File: src/rtl/rx_idle_flag.sv
module rx_idle_flag #(
  parameter int DEPTH       = 16,
  parameter int TIMEOUT_ETU = 15,
  localparam int CW = $clog2(DEPTH + 1),
  localparam int TW = $clog2(TIMEOUT_ETU + 1)
) (
  input  logic          clk,
  input  logic          rst_n,
  input  logic          etu_tick,
  input  logic          stop_end,
  input  logic          start_det,
  input  logic [CW-1:0] fifo_count,
  input  logic [CW-1:0] trig_level,
  input  logic          standby,
  input  logic          flag_rd,
  input  logic          flag_wr,
  input  logic          flag_wdata,
  input  logic          irq_en,
  output logic          ready_flag,
  output logic          irq
);

  logic          armed;
  logic [TW-1:0] etu_cnt;
  logic          rd_one;

  wire fire     = armed & etu_tick & (etu_cnt == TW'(TIMEOUT_ETU - 1));
  wire below    = (fifo_count != '0) && (fifo_count < trig_level);
  wire set_flag = fire & below;
  wire clr_ok   = flag_wr & ~flag_wdata & rd_one;

  always_ff @(posedge clk or negedge rst_n)
    if (!rst_n)                armed <= 1'b0;
    else if (standby)          armed <= 1'b0;
    else if (stop_end)         armed <= 1'b1;
    else if (start_det | fire) armed <= 1'b0;

  always_ff @(posedge clk or negedge rst_n)
    if (!rst_n)                  etu_cnt <= '0;
    else if (standby | stop_end) etu_cnt <= '0;
    else if (armed & etu_tick)   etu_cnt <= etu_cnt + 1'b1;

  always_ff @(posedge clk or negedge rst_n)
    if (!rst_n)        ready_flag <= 1'b0;
    else if (standby)  ready_flag <= 1'b0;
    else if (set_flag) ready_flag <= 1'b1;
    else if (clr_ok)   ready_flag <= 1'b0;

  always_ff @(posedge clk or negedge rst_n)
    if (!rst_n)                       rd_one <= 1'b0;
    else if (standby | clr_ok)        rd_one <= 1'b0;
    else if (flag_rd & ready_flag)    rd_one <= 1'b1;

  assign irq = ready_flag & irq_en;

endmodule


File: config.mk
export PLATFORM = sky130hd
export DESIGN_NAME = rx_idle_flag
export DESIGN_NICKNAME = d
export VERILOG_FILES = /design/src/rtl/rx_idle_flag.sv
export SDC_FILE = /design/constraint.sdc
export NUM_CORES = 1
export LEC_CHECK = 0
export BUFFER_PORTS_ARGS = -buffer_cell sky130_fd_sc_hd__buf_4
export CAP_MARGIN = 20
export CORE_MARGIN = 2
export CORE_UTILIZATION = 35
export DETAILED_ROUTE_END_ITERATION = 6
export GPL_TIMING_DRIVEN = 0
export PLACE_DENSITY_LB_ADDON = 0.12
export SYNTH_ARGS = -nofsm -noshare
export SYNTH_HDL_FRONTEND = slang
export SYNTH_SLANG_ARGS = --single-unit
File: constraint.sdc
create_clock -name clk -period 1.05 [get_ports clk]
set_input_delay 0.0525 -clock clk [delete_from_list [all_inputs] [get_ports clk]]
set_output_delay 0.0525 -clock clk [all_outputs]
set_load 0.01 [all_outputs]
==> key figures, run 1 <==
Worst setup path
  – Critical path class: register to register
  – Buffers & Inverters on Critical Path: 1
  – Flop-to-flop setup slack: -0.04 ns
  – Worst Reg2Reg Path Length in Cells: 5
  – Crit end category: register
  – Crit path arrival time: 1.21 ns
  – Slowest stage cell, crit path: dfrtp_1
  – Top delay family on crit path: flip-flops
  – CP max FO: 3
  – Max stage delay on crit path: 0.38 ns
  – Startpoint types: register
  – Reg2Reg Capture Point: etu_cnt[2]$_DFFE_PN0P_
  – Worst path depth: 5
  – Worst path cell trace: buf_4, ha_1, nand2_1, xor2_1, nor3_1
  – Reg2reg start: etu_cnt[0]$_DFFE_PN0P_
  – Req. time, crit path: 1.17 ns

Yosys
  – Register area share after synthesis: 37.8%
  – Mean Syn Cell Area: 8.90 um2
  – Synth Register Bits: 7
  – Synthesis warning total: 0
  – Gate Count Post-Synth: 52
  – Post-synthesis cell area: 463 um2
  – Synth unique cells: 20
  – Synthesized net count: 78

Worst hold path
  – Hold Path Class: input pin to register
  – Worst hold stages: 3
  – Min-delay src: flag_rd
  – Hold Path Sink: rd_one$_DFFE_PN0P_

Place
  – Area after DPL: 632 um2
  – GPL Wtd Cong: 0.705
  – DP Worst Slack: -0.0759 ns
  – Placed Instances: 87
  – Hpwl dp: 819 um
  – Port-buffer cells: 20

STA
  – Worst-margin pin slew: 0.341 ns
  – Final Setup Violations: 2
  – Fin crit share: 104%
  – Hold Vio Cnt, Final: 0
  – Setup WS post-layout: -0.0413 ns
  – Worst hold slack: 0.0728 ns
  – Slew Limit Fails: 0
  – Setup TNS: -0.0695 ns
  – Post-layout min period: 1.09 ns
  – Fmax: 0.916 GHz
  – Max-slew headroom: 77.2%
  – Clock Skew: 0.000382 ns
  – RSZ-0062 raised after global routing: true

Run status
  – Status: complete, but fails checks
  – Failing checks: negative setup slack

Floorplan
  – FP Rows: 13
  – Die width: 40.4 um
  – Core area: 0.00127 mm2
  – I/O pin total: 22
  – Initial core utilization: 36.5%
  – Die area: 0.00163 mm2
  – Die Span Y: 40.4 um

Cells and area
  – Post-layout util: 57.1%
  – Non-Filler Instances: 96
  – # nets final: 108
  – # diodes: 0
  – Final Cell Area: 724 um2
  – Share of cells above drive strength 1: 37.0%
  – Commonest non-fill, non-tap cell in the layout: buf_4
  – P&R area growth vs syn: 56.5%
  – Most frequent cells in the layout: 23 x buf_4, 8 x inv_1, 6 x dfrtp_1

Clocking
  – Longest Clk Path Bufs: 2
  – Number of buffers created by CTS: 3
  – Htree depth: 1
  – Clk sink count: 7
  – Clk Tree Root Cell: clkbuf_4
  – Clock Latency Late Sink: 0.25 ns
  – CTS tree: done
  – Clock slew at reported path FFs: 0.05 ns

Global route
  – Largest net degree at the start of global routing: 9
  – Total gr overflow: 0
  – Initial antenna violation count: 0
  – Vias in the first global route: 385
  – Global-route wire length before repair: 1590 um
  – Gr usage total: 15.2%

Routing
  – Post-route ant nets: 0
  – DR iter-0 viols: 6
  – Post-Route WL: 1020 um
  – Routed WL per cell: 10.6 um
  – DRC: 0
  – DR vias: 454
  – DRT Pass-1 Iters: 3
  – Number of vias per cell: 4.73

Power
  – Worst ir drop on vdd: 0.895 mV
  – Sw frac: 23.4%
  – Comb pwr share: 19.3%
  – Reg power frac: 42.9%
  – Clk pwr share: 37.8%
  – Internal: 494 uW
  – Pwr Density: 890 mW/mm2
  – P_sw: 151 uW
  – Pwr Total: 645 uW
  – Pleak: 0.362 nW

Flow run
  – # Max-Cap Violations: 0
registers in the layout, summed over array words and instances (netlist names):
name,count
armed,1
ready_flag,1
rd_one,1
etu_cnt,4
cell type report:
cell class,instances,area (um2)
plain buffers,1,3.75
inverters,8,30.0
multi-input cells,36,277
clock buffers,4,26.3
repair buffers,25,193
flip-flops and latches,7,176
fillers,133,544
well taps,15,18.8
synth_stat cells:
master | instances | share of area, %
a211oi_1 | 1 | 1.6
a21oi_1 | 3 | 3.2
a31oi_1 | 1 | 1.4
and2_1 | 2 | 2.7
clkbuf_1 | 1 | 0.81
dfrtp_1 | 7 | 38
ha_1 | 6 | 16
inv_1 | 8 | 6.5
nand2_1 | 2 | 1.6
nand3b_1 | 3 | 4.9
nand4_1 | 2 | 2.7
nor2_1 | 3 | 2.4
nor3_1 | 4 | 4.3
o211ai_1 | 1 | 1.6
o21ai_0 | 2 | 2.2
o21ai_1 | 1 | 1.1
o31ai_1 | 1 | 1.6
or4_1 | 1 | 1.6
xnor2_1 | 1 | 1.9
xor2_1 | 2 | 3.8
metal layers:
metal	GRT usage [%]	up-vias	share of wire [%]	wire [um]
li1	-	238	-	-
met1	19.8	201	45	457
met5	0	-	0	0
met3	8.33	0	7.5	77
met2	22.2	15	48	488
met4	2.50	0	0	0
how the worst max path moves through the flow:
| stage | from | to | slack [ns] |
|---|---|---|---|
| after floorplan | etu_cnt[0]$_DFFE_PN0P_ | etu_cnt[1]$_DFFE_PN0P_ | 0.03 |
| after global placement | etu_cnt[0]$_DFFE_PN0P_ | armed$_DFFE_PN0P_ | -0.05 |
| after detailed placement | etu_cnt[0]$_DFFE_PN0P_ | armed$_DFFE_PN0P_ | -0.08 |
| after CTS | etu_cnt[0]$_DFFE_PN0P_ | etu_cnt[2]$_DFFE_PN0P_ | -0.04 |
| after global routing | etu_cnt[0]$_DFFE_PN0P_ | etu_cnt[2]$_DFFE_PN0P_ | -0.09 |
| final | etu_cnt[0]$_DFFE_PN0P_ | etu_cnt[2]$_DFFE_PN0P_ | -0.04 |
tightest hold or removal path: stages:
cell,delay [ns]
buf_4,0.11
nand3b_1,0.07
a21oi_1,0.06
kinds of logic (layout without fill, tap and decap cells):
family / count (synthesis) / after routing / synth area share [%]
flops: 7 / 7 / 37.8
compound gates: 10 / 10 / 12.7
buf+inv: 9 / 38 / 7.30
fa+ha+maj: 6 / 6 / 16.2
xor+xnor: 3 / 3 / 5.68
simple gates: 17 / 17 / 20.3
power groups by stage:
stage          sequential (mW)  clock, mW  combinational (mW)
4_1_cts                  0.276      0.247               0.123
6_report                 0.276      0.244               0.125
3_5_place_dp             0.281          0               0.111
2_1_floorplan            0.281          0              0.0410
5_1_grt                  0.276      0.261               0.142
3_3_place_gp             0.281          0               0.109
what timing repair did:
item,CTS,global route
setup endpoints to repair,4,6
pin swaps,2,1
resized for setup,2,3
buffers inserted,3,0
endpoints found under the hold margin,9,0
hold buffers,2,0
No activity file was read; power rests on OpenSTA's default activity.
==> inputs of run 2 (changes only) <==
--- a/config.mk
+++ b/config.mk
@@ -7,7 +7,7 @@
 export LEC_CHECK = 0
 export BUFFER_PORTS_ARGS = -buffer_cell sky130_fd_sc_hd__buf_4
 export CAP_MARGIN = 20
-export CORE_MARGIN = 2
+export CORE_MARGIN = 4
 export CORE_UTILIZATION = 35
 export DETAILED_ROUTE_END_ITERATION = 6
 export GPL_TIMING_DRIVEN = 0
==> run 2 against run 1 <==
  * The flow still finishes with violations (negative setup slack)
  * Critical path depth is the same
  * Design area decreased by 1.4%
  * Maximum frequency decreased by 2.0%
  * Non-clock buffer count did not move
  * Sequential cell count did not move
  * Largest cell class unchanged
  * Critical path type unchanged
  * Combinational power about the same
  * Clock-buffer cell count unchanged
==> key figures, run 2 (synthesis results as in run 1) <==
STA
  – Max-slew headroom: 77.8% (+0.61 points)
  – Hold Vio Cnt, Final: 0 (unchanged)
  – Post-layout min period: 1.11 ns (+0.0222 ns)
  – Fmax: 0.898 GHz (-2.0%)
  – Setup WS post-layout: -0.0635 ns (-0.0222 ns)
  – RSZ-0062 raised after global routing: true
  – Fin crit share: 106% (+2.1 points)
  – Final Setup Violations: 5 (+3)
  – Slew Limit Fails: 0 (unchanged)
  – Clock Skew: 0.000392 ns (+0.00000980 ns)
  – Worst-margin pin slew: 0.332 ns (-0.00921 ns)
  – Setup TNS: -0.190 ns (-0.121 ns)
  – Worst hold slack: 0.0815 ns (+0.00874 ns)

Routing
  – Post-route ant nets: 0 (unchanged)
  – Post-Route WL: 1090 um (+6.3%)
  – Routed WL per cell: 11.4 um (+7.4%)
  – DR vias: 457 (+0.66%)
  – Number of vias per cell: 4.81 (+1.7%)
  – DRC: 0 (unchanged)
  – DRT Pass-1 Iters: 2 (-1)
  – DR iter-0 viols: 1 (-5)

Power
  – Worst ir drop on vdd: 0.713 mV (-20%)
  – Pleak: 0.362 nW (-0.16%)
  – Pwr Density: 903 mW/mm2 (+1.5%)
  – Pwr Total: 645 uW (about the same)

Place
  – Placed Instances: 86 (-1.1%)
  – GPL Wtd Cong: 0.711 (+0.79%)
  – DP Worst Slack: -0.0580 ns (+0.0179 ns)
  – Port-buffer cells: 20 (unchanged)
  – Area after DPL: 631 um2 (-0.20%)

Clocking
  – Number of buffers created by CTS: 3 (unchanged)
  – Clk sink count: 7 (unchanged)
  – Clock Latency Late Sink: 0.25 ns (about the same)
  – Htree depth: 1 (unchanged)
  – CTS tree: done
  – Clock slew at reported path FFs: 0.05 ns (about the same)
  – Longest Clk Path Bufs: 2 (unchanged)
  – Clk Tree Root Cell: clkbuf_4

Worst setup path
  – Buffers & Inverters on Critical Path: 1 (unchanged)
  – Worst path cell trace: buf_4, ha_1, nand2_1, xor2_1, nor3_1
  – Max stage delay on crit path: 0.38 ns (about the same)
  – Req. time, crit path: 1.18 ns (about the same)
  – Top delay family on crit path: flip-flops
  – Slowest stage cell, crit path: dfrtp_1
  – CP max FO: 2 (-1)
  – Critical path class: register to register
  – Crit path arrival time: 1.24 ns (+0.03 ns)
  – Crit end category: register
  – Startpoint types: register

Floorplan
  – Die width: 44.4 um (+9.9%)
  – FP Rows: 12 (-1)
  – I/O pin total: 22 (unchanged)
  – Initial core utilization: 39.5% (+3.0 points)
  – Die area: 0.00197 mm2 (+21%)
  – Core area: 0.00117 mm2 (-7.7%)
  – Die Span Y: 44.4 um (+9.9%)

Global route
  – Largest net degree at the start of global routing: 9 (unchanged)
  – Met2 Track Usage GR: 17.4% (-4.8 points)
  – GRT met3 Usage: 9.35% (+1.0 points)
  – Gr usage total: 12.7% (-2.5 points)
  – Met1 global-route usage: 15.5% (-4.3 points)
  – Total gr overflow: 0 (unchanged)
  – Initial antenna violation count: 0 (unchanged)
  – Global-route wire length before repair: 1750 um (+10%)
  – Vias in the first global route: 417 (+8.3%)
  – GR peak layer: met2

Flow run
  – # Max-Cap Violations: 0 (unchanged)

Cells and area
  – Post-layout util: 61.0% (+3.9 points)
  – # nets final: 108 (unchanged)
  – Commonest non-fill, non-tap cell in the layout: buf_4
  – P&R area growth vs syn: 54.3%
  – Final Cell Area: 714 um2 (-1.4%)
  – # diodes: 0 (unchanged)
  – Most frequent cells in the layout: 23 x buf_4, 8 x inv_1, 7 x dfrtp_1
  – Largest Register: etu_cnt
  – Share of cells above drive strength 1: 34.6% (-2.5 points)
  – Max FFs per register: 4 (unchanged)
  – Non-Filler Instances: 95 (-1.0%)
  – # fillers: 116 (-13%)

Worst hold path
  – Hold Path Class: input pin to register

Run status
  – Status: complete, but fails checks
  – Failing checks: negative setup slack
run 2: worst reg2reg max path: cells and delay by family (launching register included):
| family | cells | cell delay [ns] |
|---|---|---|
| buf+inv | 1 | 0.14 |
| flops | 1 | 0.38 |
| fa+ha+maj | 1 | 0.19 |
| xor+xnor | 1 | 0.14 |
| simple gates | 2 | 0.13 |
run 2: path summary, 6_finish.rpt:
path | start | endpoint | slack [ns] | depth (start not counted)
setup reg to reg | etu_cnt[0]$_DFFE_PN0P_ | etu_cnt[2]$_DFFE_PN0P_ | -0.06 | 5
hold reg to reg | ready_flag$_DFFE_PN0P_ | ready_flag$_DFFE_PN0P_ | 0.57 | 2
setup / recovery | etu_cnt[0]$_DFFE_PN0P_ | etu_cnt[2]$_DFFE_PN0P_ | -0.06 | 5
hold / removal | flag_rd | rd_one$_DFFE_PN0P_ | 0.08 | 3
max in group asynchronous | rst_n | armed$_DFFE_PN0P_ | 0.79 | 2
min in group asynchronous | rst_n | etu_cnt[0]$_DFFE_PN0P_ | 0.14 | 2
run 2: report_power, final:
group,switching [mW],total (mW),leakage [nW],internal (mW)
registers,0.00252,0.276,0.0964,0.274
clock network,0.102,0.247,0.0150,0.145
logic,0.0485,0.122,0.250,0.0736
total,0.153,0.645,0.362,0.493
run 2: repair_timing:
action	in CTS	in global routing
hold endpoints to repair	11	0
endpoints found under the setup margin	4	6
pin swaps	1	5
hold buffers	2	0
buffers inserted	1	2
gates resized for setup	1	2
run 2: area by class of cell:
type	count	area, um2	area share [%]
Tap cell	14	17.5	2.45
Buffer	1	3.75	0.525
Sequential cell	7	175	24.5
Inverter	8	30.0	4.20
Clock buffer	4	26.3	3.68
Multi-Input combinational cell	36	269	37.7
Timing Repair Buffer	25	193	27.0
run 2: layer usage:
layer	part of all wire (%)	wire (um)
met5	0	0
met4	1.1	12
met3	14	155
met2	41	450
met1	43	468
